<file path="config.mk">
export PLATFORM = sky130hd
export DESIGN_NAME = idle_pwr_seq
export DESIGN_NICKNAME = d
export VERILOG_FILES = /design/src/rtl/idle_pwr_pkg.sv /design/src/rtl/idle_pwr_regs.sv /design/src/rtl/idle_pwr_delay.sv /design/src/rtl/idle_pwr_fsm.sv /design/src/rtl/idle_pwr_seq.sv
export SDC_FILE = /design/constraint.sdc
export NUM_CORES = 1
export LEC_CHECK = 0
export BUFFER_PORTS_ARGS = -buffer_cell sky130_fd_sc_hd__clkbuf_2
export CAP_MARGIN = 15
export CORE_MARGIN = 1.5
export CORE_UTILIZATION = 36
export CTS_CLUSTER_SIZE = 25
export DETAILED_ROUTE_END_ITERATION = 10
export GPL_TIMING_DRIVEN = 0
export PLACE_DENSITY = 0.72
export SLEW_MARGIN = 25
export SYNTH_ARGS = -nofsm -noshare
export SYNTH_HDL_FRONTEND = slang
export SYNTH_SLANG_ARGS = --single-unit
</file>
<file path="constraint.sdc">
create_clock -name clk -period 2.1 [get_ports clk]
set_input_delay 0.105 -clock clk [delete_from_list [all_inputs] [get_ports clk]]
set_output_delay 0.105 -clock clk [all_outputs]
set_load 0.01 [all_outputs]
</file>
<file path="src/rtl/idle_pwr_pkg.sv">
package idle_pwr_pkg;

    typedef enum logic [1:0] {
        ST_RUN     = 2'd0,
        ST_IDLE    = 2'd1,
        ST_WAKE    = 2'd2,
        ST_RESTART = 2'd3
    } pwr_state_e;

    localparam int unsigned PWR_DLY_W_DEF = 5;

endpackage

</file>
<file path="src/rtl/idle_pwr_regs.sv">
module idle_pwr_regs #(
    parameter int unsigned DATA_W    = 32,
    parameter int unsigned ADDR_W    = 4,
    parameter int unsigned DLY_W     = 5,
    parameter int unsigned CTRL_ADDR = 0
) (
    input  logic              clk,
    input  logic              rst,
    input  logic              wr,
    input  logic [ADDR_W-1:0] addr,
    input  logic [DATA_W-1:0] wdata,
    output logic [DATA_W-1:0] rdata,
    output logic              keep_pwr,
    output logic [DLY_W-1:0]  dly
);
    localparam int unsigned KEEP_BIT = DLY_W;
    localparam int unsigned FIELD_W  = DLY_W + 1;
    localparam logic [ADDR_W-1:0] CTRL_A = ADDR_W'(CTRL_ADDR);

    logic hit;
    assign hit = (addr == CTRL_A);

    always_ff @(posedge clk) begin
        if (rst) begin
            keep_pwr <= 1'b1;
            dly      <= '1;
        end else if (wr && hit) begin
            keep_pwr <= wdata[KEEP_BIT];
            dly      <= wdata[DLY_W-1:0];
        end
    end

    // Reserved bits and unmapped addresses read as zero
    generate
        if (DATA_W > FIELD_W) begin : g_rsvd
            always_comb begin
                rdata = '0;
                if (hit) rdata[FIELD_W-1:0] = {keep_pwr, dly};
            end
        end else begin : g_full
            always_comb begin
                rdata = '0;
                if (hit) rdata = DATA_W'({keep_pwr, dly});
            end
        end
    endgenerate

    AST_REG_HOLD: assert property (@(posedge clk) disable iff (rst)
        !(wr && hit) |=> ($stable(keep_pwr) && $stable(dly)));

    AST_REG_LOAD: assert property (@(posedge clk) disable iff (rst)
        (wr && hit) |=> (dly == $past(wdata[DLY_W-1:0])));

endmodule

</file>
<file path="src/rtl/idle_pwr_delay.sv">
module idle_pwr_delay #(
    parameter int unsigned CNT_W = 5
) (
    input  logic             clk,
    input  logic             rst,
    input  logic             load,
    input  logic [CNT_W-1:0] load_val,
    input  logic             count_en,
    input  logic             tick,
    output logic             zero
);
    logic [CNT_W-1:0] cnt;
    logic             step;

    assign step = count_en && tick && (cnt != '0);

    always_ff @(posedge clk) begin
        if (rst)       cnt <= '0;
        else if (load) cnt <= load_val;
        else if (step) cnt <= cnt - 1'b1;
    end

    assign zero = (cnt == '0);

    AST_CNT_LOAD: assert property (@(posedge clk) disable iff (rst)
        load |=> (cnt == $past(load_val)));

    AST_CNT_STEP: assert property (@(posedge clk) disable iff (rst)
        (!load && count_en && tick && !zero) |=> (cnt == $past(cnt) - 1'b1));

    AST_CNT_HOLD: assert property (@(posedge clk) disable iff (rst)
        (!load && !tick) |=> $stable(cnt));

endmodule

</file>
<file path="src/rtl/idle_pwr_fsm.sv">
module idle_pwr_fsm
    import idle_pwr_pkg::*;
(
    input  logic clk,
    input  logic rst,
    input  logic idle_req,
    input  logic wake_req,
    input  logic keep_pwr,
    input  logic cnt_zero,
    output logic cnt_load,
    output logic cnt_en,
    output logic pin,
    output logic restart
);
    pwr_state_e state_q, state_d;

    // Next-state logic
    always_comb begin
        state_d = state_q;
        unique case (state_q)
            ST_RUN:     if (idle_req) state_d = ST_IDLE;
            ST_IDLE:    if (wake_req) state_d = ST_WAKE;
            ST_WAKE:    if (cnt_zero) state_d = ST_RESTART;
            ST_RESTART: state_d = ST_RUN;
            default:    state_d = ST_RUN;
        endcase
    end

    // State register
    always_ff @(posedge clk) begin
        if (rst) state_q <= ST_RUN;
        else     state_q <= state_d;
    end

    // Outputs
    always_comb begin
        pin      = 1'b1;
        restart  = 1'b0;
        cnt_load = 1'b0;
        cnt_en   = 1'b0;
        unique case (state_q)
            ST_RUN:     ;
            ST_IDLE: begin
                pin      = keep_pwr;
                cnt_load = wake_req;
            end
            ST_WAKE:    cnt_en  = 1'b1;
            ST_RESTART: restart = 1'b1;
            default:    ;
        endcase
    end

    AST_STB_SINGLE: assert property (@(posedge clk) disable iff (rst)
        restart |=> !restart);

    AST_STB_AFTER_WAKE: assert property (@(posedge clk) disable iff (rst)
        $rose(restart) |-> ($past(state_q) == ST_WAKE));

    AST_IDLE_IGNORED: assert property (@(posedge clk) disable iff (rst)
        (state_q == ST_WAKE || state_q == ST_RESTART) |=> (state_q != ST_IDLE));

    AST_PIN_DROP_IDLE: assert property (@(posedge clk) disable iff (rst)
        $fell(pin) |-> (state_q == ST_IDLE));

    AST_RESTART_TO_RUN: assert property (@(posedge clk) disable iff (rst)
        (state_q == ST_RESTART) |=> (state_q == ST_RUN));

endmodule

</file>
<file path="src/rtl/idle_pwr_seq.sv">
module idle_pwr_seq #(
    parameter int unsigned DATA_W    = 32,
    parameter int unsigned ADDR_W    = 4,
    parameter int unsigned DLY_W     = idle_pwr_pkg::PWR_DLY_W_DEF,
    parameter int unsigned CTRL_ADDR = 0
) (
    input  logic              clk,
    input  logic              rst,
    input  logic              reg_wr,
    input  logic [ADDR_W-1:0] reg_addr,
    input  logic [DATA_W-1:0] reg_wdata,
    output logic [DATA_W-1:0] reg_rdata,
    input  logic              ref_tick,
    input  logic              idle_req,
    input  logic              wake_req,
    output logic              ext_pwr_on,
    output logic              clk_restart
);
    logic             keep_pwr;
    logic [DLY_W-1:0] dly;
    logic             cnt_load;
    logic             cnt_en;
    logic             cnt_zero;

    idle_pwr_regs #(
        .DATA_W   (DATA_W),
        .ADDR_W   (ADDR_W),
        .DLY_W    (DLY_W),
        .CTRL_ADDR(CTRL_ADDR)
    ) u_regs (
        .clk     (clk),
        .rst     (rst),
        .wr      (reg_wr),
        .addr    (reg_addr),
        .wdata   (reg_wdata),
        .rdata   (reg_rdata),
        .keep_pwr(keep_pwr),
        .dly     (dly)
    );

    idle_pwr_delay #(.CNT_W(DLY_W)) u_delay (
        .clk     (clk),
        .rst     (rst),
        .load    (cnt_load),
        .load_val(dly),
        .count_en(cnt_en),
        .tick    (ref_tick),
        .zero    (cnt_zero)
    );

    idle_pwr_fsm u_fsm (
        .clk     (clk),
        .rst     (rst),
        .idle_req(idle_req),
        .wake_req(wake_req),
        .keep_pwr(keep_pwr),
        .cnt_zero(cnt_zero),
        .cnt_load(cnt_load),
        .cnt_en  (cnt_en),
        .pin     (ext_pwr_on),
        .restart (clk_restart)
    );

endmodule

</file>
==> run_results.csv, run 1 <==
group,metric,value,unit
timing,fin_crit_sh,82.4,%
clock_network,clk_latency,0.28,ns
flow_run,max-cap-violations,0,
detailed_routing,drc,0,
yosys,synth_simple_gate_area_share,21.9,%
status,status,"finished clean",
clock_network,cts_hold_buf,0,
cells_and_area,drive_gt1_share,35.6,%
yosys,synth-xor-area-share,0,%
cells_and_area,regArea,260,µm²
timing,post-route-min-period,1.73,ns
yosys,ys_ff_latch,13,
clock_network,cts_made_buffers,3,
setup_path,critical_path_arrival,1.95,ns
detailed_routing,viasPerCell,4.51,
grt,grt_pass1_vias,726,
floorplan,start_util,37.9,%
cells_and_area,multiInputGateArea,538,µm²
timing,fin_skew,0.00729,ns
hold_path,worstHoldStart,"reg_wdata[1]",
cells_and_area,syn2layout_area_growth,29.4,%
clock_network,clock-root-buffer,"clkbuf_4",
clock_network,h-tree-depth,1,
timing,max_freq,0.578,GHz
grt,grt-ovfl-total,0,
setup_path,rr_endpoint,"u_delay.cnt[2]$_SDFFE_PP0P_",
detailed_routing,routed_wl,1840,µm
setup_path,r2r_cells,5,
detailed_routing,wire_per_inst,9.69,µm
grt,antenna_found_initial,0,
timing,setup_viol,0,
power,p_leak,0.643,nW
yosys,synth_top_family_by_area,"buffers and inverters",
yosys,syn_inst,108,
yosys,synth-compound-area-share,16.3,%
hold_path,hold_class,"input port to register",
cells_and_area,diodes,0,
setup_path,reg2reg_slack,0.37,ns
yosys,ys_async_sr_fraction,0,%
floorplan,pin_count,76,
yosys,ys_types,32,
clock_network,ctsLongestPathBuffers,2,
yosys,yosysSeqAreaShare,28.0,%
setup_path,r2r-start,"u_delay.cnt[0]$_SDFFE_PP0P_",
yosys,synth-edff-count,0,
power,clock_power_share,18.7,%
detailed_routing,drt_iter0_markers,22,
floorplan,row_count,18,
yosys,ys.flop_type,"dfxtp_1",
cells_and_area,final_util,49.1,%
timing,relSlewSlack,54.2,%
hold_path,holdPathStages,2,
cells_and_area,final_cell_mix,"buf_4, conb_1, clkbuf_2, dfxtp_1",
timing,drv_slew,0,
floorplan,dieArea,0.00290,mm²
setup_path,max_stage_delay,0.65,ns
yosys,syn_avg_cell_area,8.62,µm²
clock_network,clk_pin_slew,0.09,ns
setup_path,crit_path_top_delay_cell,"or4b_2",
grt,track_usage,13.6,%
power,power.net_switching,0.000320,W
floorplan,die_y,53.9,µm
grt,grt_pass1_wl,2860,µm
setup_path,crit_required,2.32,ns
detailed_routing,num_vias,856,
setup_path,worst-setup-path-type,"register to register",
timing,hold_viol,0,
clock_network,cts_resized,0,
hold_path,holdPathEnd,"u_regs.dly[1]$_SDFFE_PP1P_",
cells_and_area,fillCellCount,251,
power,p_int,0.000528,W
timing,worstMarginPinSlew,0.678,ns
timing,rsz0062_at_grt,"no",
grt,grt_max_degree,11,
power,pwr-share-comb,42.0,%
floorplan,fp.dieW,53.9,µm
setup_path,end_kind,"register",
timing,tns,0,ns
detailed_routing,first_pass_iters,4,
setup_path,critPathMaxFanout,5,
floorplan,coreArea,0.00245,mm²
power,netSwitchingFraction,37.7,%
power,power_density,704,mW/mm²
clock_network,cts_sinks,13,
yosys,synth_mux_area_share,1.08,%
detailed_routing,ant_nets,0,
place,dp_hpwl,1530,µm
power,seq_power_share,39.3,%
yosys,synthAdderAreaFrac,8.06,%
setup_path,worstPathCellList,"inv_1 -> ha_1 -> nor4b_1 -> or4b_2 -> a31oi_1",
yosys,syn-cell-area,931,µm²
place,numPortBuffers,23,
setup_path,cp-start-kind,"register",
power,vdd.ir_drop.worst,374,µV
cells_and_area,layout.nets,209,
clock_network,cts_tree,"done",
place,gp_congestion,0.821,
yosys,yosysWarnings,0,
clock_network,cts_setup_buffers,0,
cells in the mapped netlist (2+ instances only):
cell type | count | area, µm²
buf_4 | 26 | 195
dfxtp_1 | 13 | 260
a211o_1 | 6 | 52.6
and2_1 | 6 | 37.5
ha_1 | 6 | 75.1
inv_1 | 6 | 22.5
nand2_1 | 6 | 22.5
and3_1 | 5 | 31.3
a21oi_1 | 3 | 15.0
nor2_1 | 3 | 11.3
o21ai_0 | 3 | 15.0
a311oi_1 | 2 | 17.5
nand3_1 | 2 | 10.0
o311ai_0 | 2 | 17.5
or3_1 | 2 | 12.5
kinds of logic (layout without fill, tap and decap cells):
| family | count (synthesis) | after routing |
|---|---|---|
| AOI/OAI and AO/OA | 20 | 20 |
| and+or+nand+nor | 33 | 33 |
| other | 1 | 26 |
| adders and majority gates | 6 | 6 |
| muxes | 1 | 1 |
| DFF | 13 | 13 |
| buffers and inverters | 34 | 61 |
worst max path at each step:
stage | cells after the start | to | slack [ns] | start
after detailed placement | 5 | u_delay.cnt[2]$_SDFFE_PP0P_ | 0.38 | u_delay.cnt[0]$_SDFFE_PP0P_
after CTS | 5 | u_delay.cnt[2]$_SDFFE_PP0P_ | 0.38 | u_fsm.state_q[0]$_SDFFE_PP0P_
after global placement | 5 | u_delay.cnt[2]$_SDFFE_PP0P_ | 0.45 | u_delay.cnt[0]$_SDFFE_PP0P_
after global routing | 5 | u_delay.cnt[2]$_SDFFE_PP0P_ | 0.29 | u_delay.cnt[0]$_SDFFE_PP0P_
final | 5 | u_delay.cnt[2]$_SDFFE_PP0P_ | 0.37 | u_delay.cnt[0]$_SDFFE_PP0P_
after floorplan | 5 | u_delay.cnt[2]$_SDFFE_PP0P_ | 0.52 | u_delay.cnt[0]$_SDFFE_PP0P_
critical path: cells and delay by family, from the launching register on:
kind	cells	cell delay (ns)
AND/OR/NAND/NOR	2	0.84
flip-flops	1	0.36
adder cells (fa/ha/maj)	1	0.23
AO/OA/AOI/OAI	1	0.18
buffers and inverters	1	0.06
state kept, by name (all words and copies together), names as in the netlist:
register         cells
u_regs.keep_pwr      1
u_fsm.state_q        2
u_delay.cnt          5
u_regs.dly           5
final cells by class:
type / instances / share of cell area [%]
Buffer: 28 / 16.9
Clock buffer: 3 / 1.87
Clock inverter: 1 / 0.415
Inverter: 6 / 1.87
Multi-Input combinational cell: 86 / 44.7
Sequential cell: 13 / 21.6
Tap cell: 30 / 3.12
Timing Repair Buffer: 23 / 9.55
power by group through the flow:
stage | clock [W] | sequential, W | combinational (W)
floorplan | 0 | 0.000327 | 0.000281
global placement | 0 | 0.000335 | 0.000335
detailed placement | 0 | 0.000338 | 0.000353
CTS | 0.000163 | 0.000333 | 0.000354
global route | 0.000172 | 0.000340 | 0.000403
finish | 0.000159 | 0.000333 | 0.000356
layer usage:
layer | routed length (µm) | share of wire (%) | up-vias | global-route usage (%)
met5 | 0 | 0 | - | 0
met4 | 19 | 1.0 | 0 | 5.13
met3 | 170 | 9.2 | 4 | 4.17
met2 | 898 | 49 | 42 | 24.4
met1 | 754 | 41 | 373 | 15.0
li1 | - | - | 437 | -
through the flow:
stage / std cells / setup WS, ns / hold slack (ns) / area [µm²] / power [W]
final: 190 / 0.370 / 0.0763 / 1200 / 0.000848
after global placement: 186 / 0.451 / 0.353 / 1180 / 0.000670
after floorplan: 133 / 0.518 / 0.258 / 1020 / 0.000607
after global routing: 190 / 0.289 / 0.0890 / 1200 / 0.000915
after detailed placement: 186 / 0.382 / 0.355 / 1180 / 0.000691
after CTS: 190 / 0.378 / 0.0655 / 1200 / 0.000850
No activity file was read; power rests on OpenSTA's default activity.
==> run 2: changes to the inputs <==
--- a/config.mk
+++ b/config.mk
@@ -5,6 +5,7 @@
 export SDC_FILE = /design/constraint.sdc
 export NUM_CORES = 1
 export LEC_CHECK = 0
+export ABC_AREA = 1
 export BUFFER_PORTS_ARGS = -buffer_cell sky130_fd_sc_hd__clkbuf_2
 export CAP_MARGIN = 15
 export CORE_MARGIN = 1.5
@@ -12,7 +13,7 @@
 export CTS_CLUSTER_SIZE = 25
 export DETAILED_ROUTE_END_ITERATION = 10
 export GPL_TIMING_DRIVEN = 0
-export PLACE_DENSITY = 0.72
+export PLACE_DENSITY = 0.71
 export SLEW_MARGIN = 25
 export SYNTH_ARGS = -nofsm -noshare
 export SYNTH_HDL_FRONTEND = slang
==> constraint.sdc (replaced) <==
create_clock -name clk -period 1.6 [get_ports clk]
set_input_delay 0.08 -clock clk [delete_from_list [all_inputs] [get_ports clk]]
set_output_delay 0.08 -clock clk [all_outputs]
set_load 0.01 [all_outputs]
==> run 2 against run 1 <==
  * Sequential cell count stayed put
  * Core utilization hardly changed
  * Clock skew hardly changed
  * First-iteration DRC count is 32% lower
  * Final area is 1.9% higher
  * Critical endpoint unchanged
  * Largest power group unchanged
==> run_results.csv, run 2 <==
group,metric,value,unit
setup_path,worst-setup-path-type,"register to register",
floorplan,die_y,54.6,µm
grt,antenna_found_initial,0,
setup_path,reg2reg_slack,0.22,ns
yosys,synth_top_area_cell,"dfxtp_1",
grt,grt_pass1_wl,2690,µm
setup_path,crit_required,1.80,ns
setup_path,r2r-start,"u_fsm.state_q[1]$_SDFFE_PP0P_",
setup_path,critPathMaxFanout,7,
timing,max_freq,0.722,GHz
yosys,syn_avg_cell_area,6.85,µm²
timing,tns,0,ns
timing,fin_skew,0.00702,ns
cells_and_area,final_cell_mix,"buf_4, conb_1, clkbuf_2, inv_1, nand2_1",
power,power.net_switching,0.000569,W
power,power,0.00135,W
yosys,ys_ff_latch,13,
timing,hold_viol,0,
setup_path,end_kind,"register",
detailed_routing,wire_per_inst,7.48,µm
floorplan,start_util,38.4,%
clock_network,cts_sinks,13,
cells_and_area,fin_cells,221,
place,dp_cells,217,
clock_network,clk_latency,0.27,ns
cells_and_area,layout.nets,240,
floorplan,pin_count,76,
power,pwr-share-comb,51.2,%
place,dp_hpwl,1420,µm
yosys,ys_types,22,
detailed_routing,ant_nets,0,
cells_and_area,reg.largest.list,"u_delay.cnt x5, u_regs.dly x5, u_fsm.state_q x2",
power,power_density,1100,mW/mm²
yosys,yosysSeqAreaShare,27.1,%
timing,post-route-min-period,1.38,ns
floorplan,fp.dieW,54.6,µm
yosys,syn_inst,140,
grt,grt_pass1_vias,674,
clock_network,cts_resized,0,
clock_network,cts_setup_buffers,0,
grt,track_usage,12.4,%
detailed_routing,drc,0,
cells_and_area,design_area,0.00123,mm²
hold_path,hold_class,"input port to register",
setup_path,r2r_cells,7,
power,vdd.ir_drop.worst,787,µV
detailed_routing,num_vias,881,
clock_network,cts_hold_buf,0,
detailed_routing,viasPerCell,3.99,
hold_path,holdPathStages,3,
power,netSwitchingFraction,42.3,%
power,seq_power_share,34.0,%
timing,fin_crit_sh,86.6,%
clock_network,ctsLongestPathBuffers,2,
status,status,"finished clean",
clock_network,cts_made_buffers,3,
grt,grt-ovfl-total,0,
grt,grt_max_degree,11,
timing,rsz0062_at_grt,"no",
clock_network,h-tree-depth,1,
power,p_leak,0.761,nW
yosys,synth-edff-count,0,
setup_path,critical_path_arrival,1.59,ns
hold_path,holdPathEnd,"u_regs.dly[4]$_SDFFE_PP1P_",
yosys,yosysWarnings,0,
flow_run,max-cap-violations,0,
floorplan,coreArea,0.00250,mm²
clock_network,clock-root-buffer,"clkbuf_4",
detailed_routing,first_pass_iters,4,
cells_and_area,diodes,0,
setup_path,rr_endpoint,"u_delay.cnt[2]$_SDFFE_PP0P_",
yosys,ys.flop_type,"dfxtp_1",
detailed_routing,drt_iter0_markers,15,
yosys,yosysMostFrequentCell,"buf_4",
yosys,yosysTopAreaCellShare,27.1,%
cells_and_area,fillCellCount,258,
floorplan,row_count,18,
hold_path,worstHoldStart,"reg_wdata[4]",
setup_path,cp-start-kind,"register",
timing,setup_viol,0,
clock_network,cts_tree,"done",
power,p_int,0.000777,W
place,numPortBuffers,22,
yosys,syn-cell-area,960,µm²
cells_and_area,drive_gt1_share,30.9,%
detailed_routing,routed_wl,1650,µm
place,gp_congestion,0.783,
timing,drv_slew,0,
clock_network,clk_pin_slew,0.08,ns
place,place_area,0.00120,mm²
floorplan,dieArea,0.00298,mm²
cells_and_area,syn2layout_area_growth,27.9,%
yosys,yosys-top-cells-count,"buf_4, inv_1, nand2_1",
yosys,synth_area_leaders,"dfxtp_1, buf_4, ha_1",
yosys,ys_async_sr_fraction,0,%
power,clock_power_share,14.7,%
-- run 2: cell types whose count changed after synthesis, moves of 3 or more --
cell     before  now
a211o_1       6    0
and3_1        5    0
nand3_1       2    5
nand2_1       6   17
o21ai_1       0    3
inv_1         6   19
nor2_1        3   16
a21oi_1       3   11
o21ai_0       3   11
and2_1        6    0
-- run 2: power groups by stage --
stage / combinational, W / clock, W / sequential, W
6_report: 0.000690 / 0.000198 / 0.000458
4_1_cts: 0.000697 / 0.000202 / 0.000458
3_3_place_gp: 0.000683 / 0 / 0.000464
2_1_floorplan: 0.000574 / 0 / 0.000452
5_1_grt: 0.000806 / 0.000230 / 0.000469
3_5_place_dp: 0.000693 / 0 / 0.000467
-- run 2: kinds of logic after synthesis --
family	after synthesis	share of synthesized area, %
AOI/OAI and AO/OA	26	13.9
DFF	13	27.1
other	1	0.391
adders and majority gates	6	7.82
and+or+nand+nor	46	21.5
buffers and inverters	48	29.2
-- run 2: per-layer routing --
metal / vias up / track usage [%] / routed length [µm]
li1: 489 / - / -
met1: 364 / 17.1 / 750
met2: 26 / 17.9 / 773
met3: 2 / 4.10 / 117
met4: 0 / 4.17 / 11
met5: - / 0 / 0
-- run 2: worst max path at each step --
stage	startpoint	end	slack, ns	depth (start not counted)
final	u_fsm.state_q[1]$_SDFFE_PP0P_	u_delay.cnt[2]$_SDFFE_PP0P_	0.22	7
after global routing	u_fsm.state_q[1]$_SDFFE_PP0P_	u_delay.cnt[4]$_SDFFE_PP0P_	0.06	7
after CTS	u_fsm.state_q[1]$_SDFFE_PP0P_	u_delay.cnt[2]$_SDFFE_PP0P_	0.20	7
after detailed placement	u_fsm.state_q[1]$_SDFFE_PP0P_	u_delay.cnt[2]$_SDFFE_PP0P_	0.22	7
after global placement	u_fsm.state_q[1]$_SDFFE_PP0P_	u_delay.cnt[2]$_SDFFE_PP0P_	0.21	7
after floorplan	u_fsm.state_q[1]$_SDFFE_PP0P_	u_delay.cnt[1]$_SDFFE_PP0P_	0.38	8
-- run 2: cell type report --
cell class / count / area [µm²] / area share [%]
Multi-Input combinational cell: 104 / 513 / 41.8
Inverter: 20 / 76.3 / 6.22
Clock buffer: 4 / 26.3 / 2.14
Tap cell: 30 / 37.5 / 3.06
Sequential cell: 13 / 260 / 21.2
Timing Repair Buffer: 22 / 110 / 8.97
Buffer: 28 / 204 / 16.6
-- run 2: stage by stage --
step / util, % / setup WS, ns / hold slack [ns]
finish: 49.1 / 0.215 / 0.0150
global route: 49.1 / 0.0594 / 0.0223
CTS: 49.1 / 0.200 / 0.0158
detailed placement: 48.0 / 0.216 / 0.302
global placement: 48.0 / 0.205 / 0.296
floorplan: - / 0.381 / 0.206
-- run 2: critical path: stages, from the launching register on --
cell     delay [ns]
dfxtp_1        0.37
inv_1          0.09
ha_1           0.23
nand2_2        0.17
inv_1          0.12
a21oi_1        0.14
o21ai_1        0.09
a21oi_1        0.11
